===== config.mk =====
export PLATFORM = sky130hd
export DESIGN_NAME = uwire_eeprom_target
export DESIGN_NICKNAME = d
export VERILOG_FILES = /design/src/rtl/uwire_eeprom_target.sv
export SDC_FILE = /design/constraint.sdc
export NUM_CORES = 2
export LEC_CHECK = 0
export BUFFER_PORTS_ARGS = -buffer_cell sky130_fd_sc_hd__buf_2
export CAP_MARGIN = 15
export CORE_ASPECT_RATIO = 0.8
export CORE_MARGIN = 5
export CORE_UTILIZATION = 38
export DETAILED_ROUTE_END_ITERATION = 8
export PLACE_DENSITY = 0.55
export RECOVER_POWER = 100
export SYNTH_ARGS = -nofsm -noshare
export SYNTH_HDL_FRONTEND = slang
export SYNTH_SLANG_ARGS = --single-unit

===== constraint.sdc =====
create_clock -name clk -period 2.9 [get_ports clk]
set_input_delay 0.145 -clock clk [delete_from_list [all_inputs] [get_ports clk]]
set_output_delay 0.145 -clock clk [all_outputs]
set_load 0.1 [all_outputs]

===== src/rtl/uwire_eeprom_target.sv =====
`timescale 1ns/1ps
module uwire_eeprom_target #(
  parameter int WORD_BITS    = 16,
  parameter int MEM_BYTES    = 128,
  parameter bit SINGLE_WORD  = 1'b0,
  parameter bit EXTRA_READ   = 1'b0,
  parameter bit LONG_SPECIAL = 1'b0,
  parameter int BUSY_CYCLES  = 20
) (
  input  logic clk,
  input  logic rst_n,
  input  logic sel,
  input  logic sclk,
  input  logic sdi,
  output logic sdo
);
  localparam int AW    = $clog2(MEM_BYTES) - ((WORD_BITS == 16) ? 1 : 0);
  localparam int DEPTH = 1 << AW;
  localparam int HB    = AW + 2;
  localparam int CW    = $clog2(HB + WORD_BITS + 1);
  localparam int BW    = $clog2(BUSY_CYCLES + 1);
  localparam logic [CW-1:0] HDR_LAST = CW'(HB - 1);
  localparam logic [CW-1:0] WD_LAST  = CW'(WORD_BITS - 1);
  localparam logic [BW-1:0] BUSY_LD  = BW'(BUSY_CYCLES);

  typedef enum logic [2:0] {S_IDLE, S_HDR, S_PAD, S_XRD, S_READ, S_WDATA, S_DONE} st_t;

  st_t st;
  logic sk_q, wen;
  logic [HB-2:0] hdr;
  logic [CW-1:0] cnt;
  logic [AW-1:0] addr;
  logic [WORD_BITS-1:0] sr;
  logic [BW-1:0] busy_cnt;
  logic [WORD_BITS-1:0] mem [DEPTH];

  wire sk_rise  = sel & sclk & ~sk_q;
  wire busy     = busy_cnt != '0;
  wire [HB-1:0] hdr_next = {hdr, sdi};
  wire [1:0] op = hdr_next[HB-1:HB-2];
  wire [AW-1:0] a_next = hdr_next[AW-1:0];
  wire [AW-1:0] addr_inc = addr + 1'b1;
  wire [WORD_BITS-1:0] wd_next = {sr[WORD_BITS-2:0], sdi};
  wire last_hdr = cnt == HDR_LAST;

  logic exec_spec;
  logic [1:0] spec_sel;
  always_comb begin
    exec_spec = 1'b0;
    spec_sel  = a_next[AW-1:AW-2];
    if (sk_rise && st == S_HDR && last_hdr && op == 2'b00 && !LONG_SPECIAL)
      exec_spec = 1'b1;
    if (sk_rise && st == S_PAD && cnt == CW'(1)) begin
      exec_spec = 1'b1;
      spec_sel  = addr[AW-1:AW-2];
    end
  end

  wire exec_write = sk_rise && st == S_WDATA && cnt == WD_LAST && wen;
  wire exec_erase = exec_spec && spec_sel == 2'b10 && wen;

  assign sdo = !sel ? 1'b1 : busy ? 1'b0 : (st == S_READ) ? sr[WORD_BITS-1] : 1'b1;

  always_ff @(posedge clk or negedge rst_n) begin
    if (!rst_n) begin
      st <= S_IDLE; sk_q <= 1'b0; hdr <= '0; cnt <= '0; addr <= '0; sr <= '0;
    end else begin
      sk_q <= sclk;
      if (!sel) begin
        st  <= S_IDLE;
        cnt <= '0;
      end else if (sk_rise) begin
        case (st)
          S_IDLE: if (sdi && !busy) begin st <= S_HDR; cnt <= '0; hdr <= '0; end
          S_HDR: begin
            hdr <= hdr_next[HB-2:0];
            cnt <= cnt + 1'b1;
            if (last_hdr) begin
              cnt  <= '0;
              addr <= a_next;
              case (op)
                2'b10: if (EXTRA_READ) st <= S_XRD;
                       else begin sr <= mem[a_next]; st <= S_READ; end
                2'b01: st <= S_WDATA;
                2'b00: st <= LONG_SPECIAL ? S_PAD : S_DONE;
                default: st <= S_DONE;
              endcase
            end
          end
          S_PAD: begin
            cnt <= cnt + 1'b1;
            if (cnt == CW'(1)) st <= S_DONE;
          end
          S_XRD: begin sr <= mem[addr]; cnt <= '0; st <= S_READ; end
          S_READ: begin
            if (cnt == WD_LAST) begin
              cnt <= '0;
              if (SINGLE_WORD) st <= S_DONE;
              else begin addr <= addr_inc; sr <= mem[addr_inc]; end
            end else begin
              sr  <= sr << 1;
              cnt <= cnt + 1'b1;
            end
          end
          S_WDATA: begin
            sr  <= wd_next;
            cnt <= cnt + 1'b1;
            if (cnt == WD_LAST) st <= S_DONE;
          end
          default: ;
        endcase
      end
    end
  end

  always_ff @(posedge clk or negedge rst_n) begin
    if (!rst_n) begin
      wen <= 1'b0;
      busy_cnt <= '0;
    end else begin
      if (exec_spec && spec_sel == 2'b11) wen <= 1'b1;
      if (exec_spec && spec_sel == 2'b00) wen <= 1'b0;
      if (exec_write || exec_erase) busy_cnt <= BUSY_LD;
      else if (busy) busy_cnt <= busy_cnt - 1'b1;
    end
  end

  always_ff @(posedge clk or negedge rst_n) begin
    if (!rst_n) begin
      for (int i = 0; i < DEPTH; i++) mem[i] <= '0;
    end else if (exec_erase) begin
      for (int i = 0; i < DEPTH; i++) mem[i] <= '1;
    end else if (exec_write) begin
      mem[addr] <= wd_next;
    end
  end

  assert_abort_idle_R10: assert property (@(posedge clk) disable iff (!rst_n)
    !sel |=> st == S_IDLE);
  assert_no_busy_unlatched_R7: assert property (@(posedge clk) disable iff (!rst_n)
    !wen |=> busy_cnt <= $past(busy_cnt));
  assert_busy_countdown_R9: assert property (@(posedge clk) disable iff (!rst_n)
    busy |=> busy_cnt == BW'($past(busy_cnt) - 1'b1));
  assert_start_blocked_R9: assert property (@(posedge clk) disable iff (!rst_n)
    (st == S_IDLE && busy) |=> st == S_IDLE);
  assert_latch_by_command_R6: assert property (@(posedge clk) disable iff (!rst_n)
    $rose(wen) |-> $past(sel && sclk && !sk_q));
endmodule


== Word level (Yosys, flattened, before mapping) ==
Cells that the tools add are included.
Word-level totals
  register bits after elaboration: 1068
  input port bits: 5
  logic and storage cells: 187
  output and inout port bits: 1
Cells by class
  add/subtract/negate cells: 3
  bitwise gates (word level): 6
  reductions and logical operators: 32
  equality and inequality tests: 23
  muxes and demuxes: 47
  magnitude comparators: 4
Operators with widths (number)
  $mux W1024: 2
  $bwmux W1024: 1
  $bmux W16 S6: 3
  $mux W16: 10
  $demux W16 S6: 1
  $pmux W16 S4: 1
  $mux W5: 7
  $pmux W5 S5: 1
  $ge A7 B7 Y1 const B: 3
  $not A6 Y7: 3
  $mux W3: 6
  $pmux W3 S5: 1
  $logic_and A1 B1 Y1: 14
  $pmux W7 S2: 1
  $mux W6: 2
  $pmux W6 S2: 1
  $reduce_and A5 Y1: 2
  $reduce_bool A2 Y1: 5
  $lt A7 B1 Y1 const B: 1
  $mux W1: 7
  $mux W7: 1
  $add A6 B1 Y6 const B: 1
  $eq A2 B2 Y1 const B: 3
  $eq A3 B2 Y1 const B: 2
  other kinds (28): 36

== Longest topological paths before layout ==
  depth in word-level cells: 11
  mapped depth: 12

== Worst setup path after synthesis ==
Ideal clock, no wire load.
  path kind: register to register
  start point: register addr[0]
  end point: register sr[7]
  library setup time: 0.119 ns
  cell stages (with the launch flop): 11
  buffers on the path: 4
  slack: 0.097 ns
  required time: 2.781 ns
  arrival time: 2.685 ns
  clock period less this slack: 2.803 ns
  path through: dfrtp_1 ha_1 buf_6 buf_6 buf_6 buf_2 mux4_2 mux4_2 nand2_1 nand3_1 o21a_1
Between the ends
  longest elaborated chain between the ends: 7
  elaborated cells on any way between the ends: 11
RTL lines
  from (decl): line 32  | logic [AW-1:0] addr;
  from (signal assigned): line 80  | addr <= a_next;
  from (signal assigned): line 99  | else begin addr <= addr_inc; sr <= mem[addr_inc]; end
  $add A6 B1 Y6: line 42  | wire [AW-1:0] addr_inc = addr + 1'b1;
  $not A6 Y7 (implied by the code): line 99
  $bmux W16 S6: line 99
  $mux W16 (implied by the code) (2 in series): line 99
  $mux W16: line 96  | if (cnt == WD_LAST) begin
  $pmux W16 S4 *: line 73  | case (st)
  to (signal assigned): line 99
  to (signal assigned): line 101  | sr <= sr << 1;
  to (signal assigned): line 106  | sr <= wd_next;
  to (decl): line 33  | logic [WORD_BITS-1:0] sr;
Every way passes the cells marked *; elsewhere a longest branch is shown, timed or not. The select of a mux whose other input is x is not followed.
A chain may end at the register's enable or synchronous reset.

== Worst setup path after layout ==
  start point: register addr[0]
  end point: register sr[15]
Same word-level chain as after synthesis.

==> impl_metrics.json <==
{
  "drt_iter0_drc": 10970,
  "drive_gt1_frac": 0.2691,
  "r2r_start": "addr[0]",
  "die_w_um": 487.6,
  "place_hpwl_um": 243800,
  "cts_max_path_buffers": 3,
  "muxShareOfSynthArea": 0.2445,
  "gr-usage-met1": 0.4949,
  "grt.busiest_layer": "met1",
  "clockRootBuffer": "clkbuf_16",
  "holdWs_ps": 104.4,
  "min_from": "sclk",
  "core_mm2": 0.1818,
  "clock_latency_ps": 820,
  "clock-sinks": 1068,
  "slew-limit-headroom": -0.8607,
  "ys_seq_area_frac": 0.3854,
  "postRouteAntennaNets": 0,
  "routedWlPerCell_um": 36.86,
  "r2r_slack_ps": -260,
  "io_pins": 6,
  "leakagePower_nw": 36.79,
  "grt_pass1_wl_um": 509900,
  "fmax_mhz": 316.4,
  "overflow": 0,
  "synth_xor_area_frac": 0.001263,
  "crit_type": "reg -> reg",
  "setup.worst_path.end_class": "flip-flop",
  "htree_levels": 3,
  "arrival_ps": 3870,
  "syn_area_mm2": 0.06935,
  "synth_fa_ha_area_frac": 0.001804,
  "crit_chain": "ha_4 -> buf_12 -> buf_12 -> clkbuf_16 -> mux4_2 -> mux4_2 -> a22oi_2 -> nand2_1 -> a21oi_2 -> a211oi_1",
  "synth_edf_count": 0,
  "combPwrFrac": 0.118,
  "p_int_mw": 26.35,
  "multi_input_area_mm2": 0.03937,
  "fin_area_mm2": 0.08321,
  "required_ps": 3610,
  "cpMaxStageDelayCell": "mux4_2",
  "period_needed_ps": 3161,
  "regArea_mm2": 0.02677,
  "avgSynthCellArea_um2": 9.836,
  "maxCapViolCount": 1,
  "use_met3": 0.1772,
  "area_growth_pct": 19.99,
  "ys.flop_type": "dfrtp_1",
  "antenna_found_initial": 17,
  "cp-start-kind": "flip-flop",
  "tightest_slew_ps": 2791,
  "async_flop_share": 1.000,
  "placed_cell_area_mm2": 0.07774,
  "irDropWorstVdd_uv": 455.7,
  "p_seq_frac": 0.413,
  "ys_ff_latch": 1068,
  "yosys.area_share.simple": 0.1611,
  "status": "finished, violations left",
  "rsz0062_at_grt": "true",
  "synth_compound_area_frac": 0.1475,
  "path_clk_slew_ps": 70,
  "setup-violations-final": 332,
  "power_density_mw_per_mm2": 437.9,
  "grt_max_degree": 120,
  "final_cells": 9763,
  "cp_num_buf_inv": 3,
  "dieHeight_um": 392.1,
  "num_rows": 140,
  "vias": 69080,
  "violations": "design-rule violations, max-capacitance violations, max-slew violations, negative setup slack",
  "track_usage": 0.3683,
  "grt_pass1_vias": 65010,
  "critPathMaxFanout": 11,
  "drv_slew": 20,
  "clkPwrFrac": 0.469,
  "p_sw_frac": 0.2770,
  "fin_skew_ps": 58.51,
  "cpPeakStageDelay_ps": 590,
  "drc": 3,
  "wl_um": 359900,
  "fin_ws_ps": -260.6,
  "synth_nets": 7066,
  "viasPerCell": 7.076,
  "syn_inst": 7051,
  "met2_usage": 0.4819,
  "dpl.cell_count": 9481,
  "fillers": 16860,
  "hp-class": "in -> reg",
  "p_switching_mw": 10.09,
  "first_pass_iters": 9,
  "fin_crit_sh": 1.090,
  "synth_cell_types": 86,
  "synth_top_family_by_area": "multiplexers",
  "nNetsFinal": 7255,
  "portBuffers": 5,
  "globalplace.congestion": 1.033,
  "dieArea_mm2": 0.1912,
  "pre_cts_ws_ps": -574.2,
  "startpoint": "addr[0]",
  "crit_family": "multiplexers",
  "cts_tree": "done",
  "start_util": 0.3814,
  "numCtsBuffers": 118,
  "hold_viol": 0,
  "yosysWarnings": 0
}
-- synthesized netlist by cell type (8+ instances only) --
cell type | n | area share
nand2_1 | 1120 | 0.061
o21ai_0 | 1070 | 0.077
dfrtp_1 | 1068 | 0.39
nand3_1 | 1022 | 0.074
mux4_2 | 630 | 0.20
clkbuf_1 | 463 | 0.025
buf_2 | 226 | 0.016
mux2i_1 | 191 | 0.028
nor2_1 | 163 | 0.0088
a22oi_1 | 148 | 0.016
a21oi_1 | 129 | 0.0093
mux2_2 | 76 | 0.012
a221oi_1 | 71 | 0.0090
buf_6 | 59 | 0.0096
nor3_1 | 53 | 0.0038
o22ai_1 | 53 | 0.0048
buf_4 | 45 | 0.0049
buf_1 | 35 | 0.0019
a31oi_1 | 30 | 0.0027
o2bb2ai_1 | 30 | 0.0038
a22o_1 | 29 | 0.0037
o21ai_1 | 22 | 0.0016
a211oi_1 | 21 | 0.0023
a222oi_1 | 16 | 0.0023
a221o_1 | 14 | 0.0020
inv_1 | 13 | 0.00070
nor2b_1 | 13 | 0.0012
nor2_2 | 12 | 0.0011
a211o_1 | 10 | 0.0013
and3_1 | 10 | 0.00090
ha_1 | 10 | 0.0018
nand2b_1 | 10 | 0.00090
nand3b_1 | 10 | 0.0011
o22a_1 | 10 | 0.0013
a32oi_1 | 9 | 0.0011
a41oi_1 | 8 | 0.0010
and2_1 | 8 | 0.00072
o211ai_1 | 8 | 0.00087
o21a_1 | 8 | 0.00087
-- through the flow --
stage | TNS (ps) | utilization | total power [mW]
floorplan | 0 | - | 16.98
global placement | -10860 | 0.4275 | 19.19
detailed placement | -13550 | 0.4275 | 19.21
CTS | -2306 | 0.4544 | 36.17
global route | -120140 | 0.4575 | 37.06
finish | -10200 | 0.4577 | 36.44
-- timing repair --
action | 4_1_cts | 5_1_grt
gates resized for setup | 61 | 104
hold buffers | 5 | 0
setup buffers | 19 | 18
pin swaps | 12 | 22
endpoints found under the hold margin | 893 | 0
endpoints found under the setup margin | 237 | 307
cloned | 4 | 7
-- flip-flops by register name, indices dropped and copies added (netlist names), 3 cells and up --
signal,flops
addr,6
busy_cnt,5
cnt,5
hdr,7
mem,1024
sr,16
st,3
-- placed cells by master, fill, tap and decap left out, drive strengths merged, types with 53 or more instances in the layout --
master	count
o22ai	53
nor2	177
o21ai	1092
mux2i	191
nand3	1023
a22oi	148
mux4	630
a21oi	131
dfrtp	1068
nand2	1124
buf	850
clkbuf	195
a221oi	73
nor3	56
mux2	76
-- path summary, 6_finish.rpt --
kind                                  to  depth (start not counted)
worst max-delay path              sr[15]                         10
worst min-delay path                sk_q                          2
worst max register to register    sr[15]                         10
worst min register to register    hdr[6]                          1
max in group asynchronous          sr[5]                          3
min in group asynchronous       mem[944]                          3
-- cell type report --
class | count | share of cell area
timing repair buffer | 898 | 0.1172
tap | 2414 | 0.03630
antenna | 10 | 0.0003007
inverter | 14 | 0.0006315
sequential | 1068 | 0.3217
clock buffer | 156 | 0.03941
multi-input combinational | 5140 | 0.4731
clock inverter | 63 | 0.01140
-- logic make-up (layout without fill, tap and decap cells) --
kind of cell,count (synthesis),in the layout
simple gates,2488,2488
compound gates,1735,1735
flops,1068,1068
mux,897,897
buf+inv,843,1131
fa+ha+maj,10,10
xor+xnor,10,10
other cells,0,10
-- power groups by stage --
stage          sequential [mW]  clock, mW  combinational, mW
6_report                  15.0       17.1               4.31
4_1_cts                   15.0       17.1               4.02
3_5_place_dp              15.3          0               3.91
5_1_grt                   15.0       17.7               4.35
3_3_place_gp              15.3          0               3.89
2_1_floorplan             15.2          0               1.77
-- routing by layer --
metal,part of all wire,routed length [µm]
met5,0.00066,239
met4,0.070,25140
met3,0.17,62540
met2,0.39,139000
met1,0.37,133000
-- worst reg2reg max path, stage by stage, from the launching register on --
cell	delay, ps
dfrtp_4	510
ha_4	330
buf_12	150
buf_12	120
clkbuf_16	200
mux4_2	520
mux4_2	590
a22oi_2	360
nand2_1	110
a21oi_2	110
a211oi_1	70
Power figures use the tool's default switching activity.
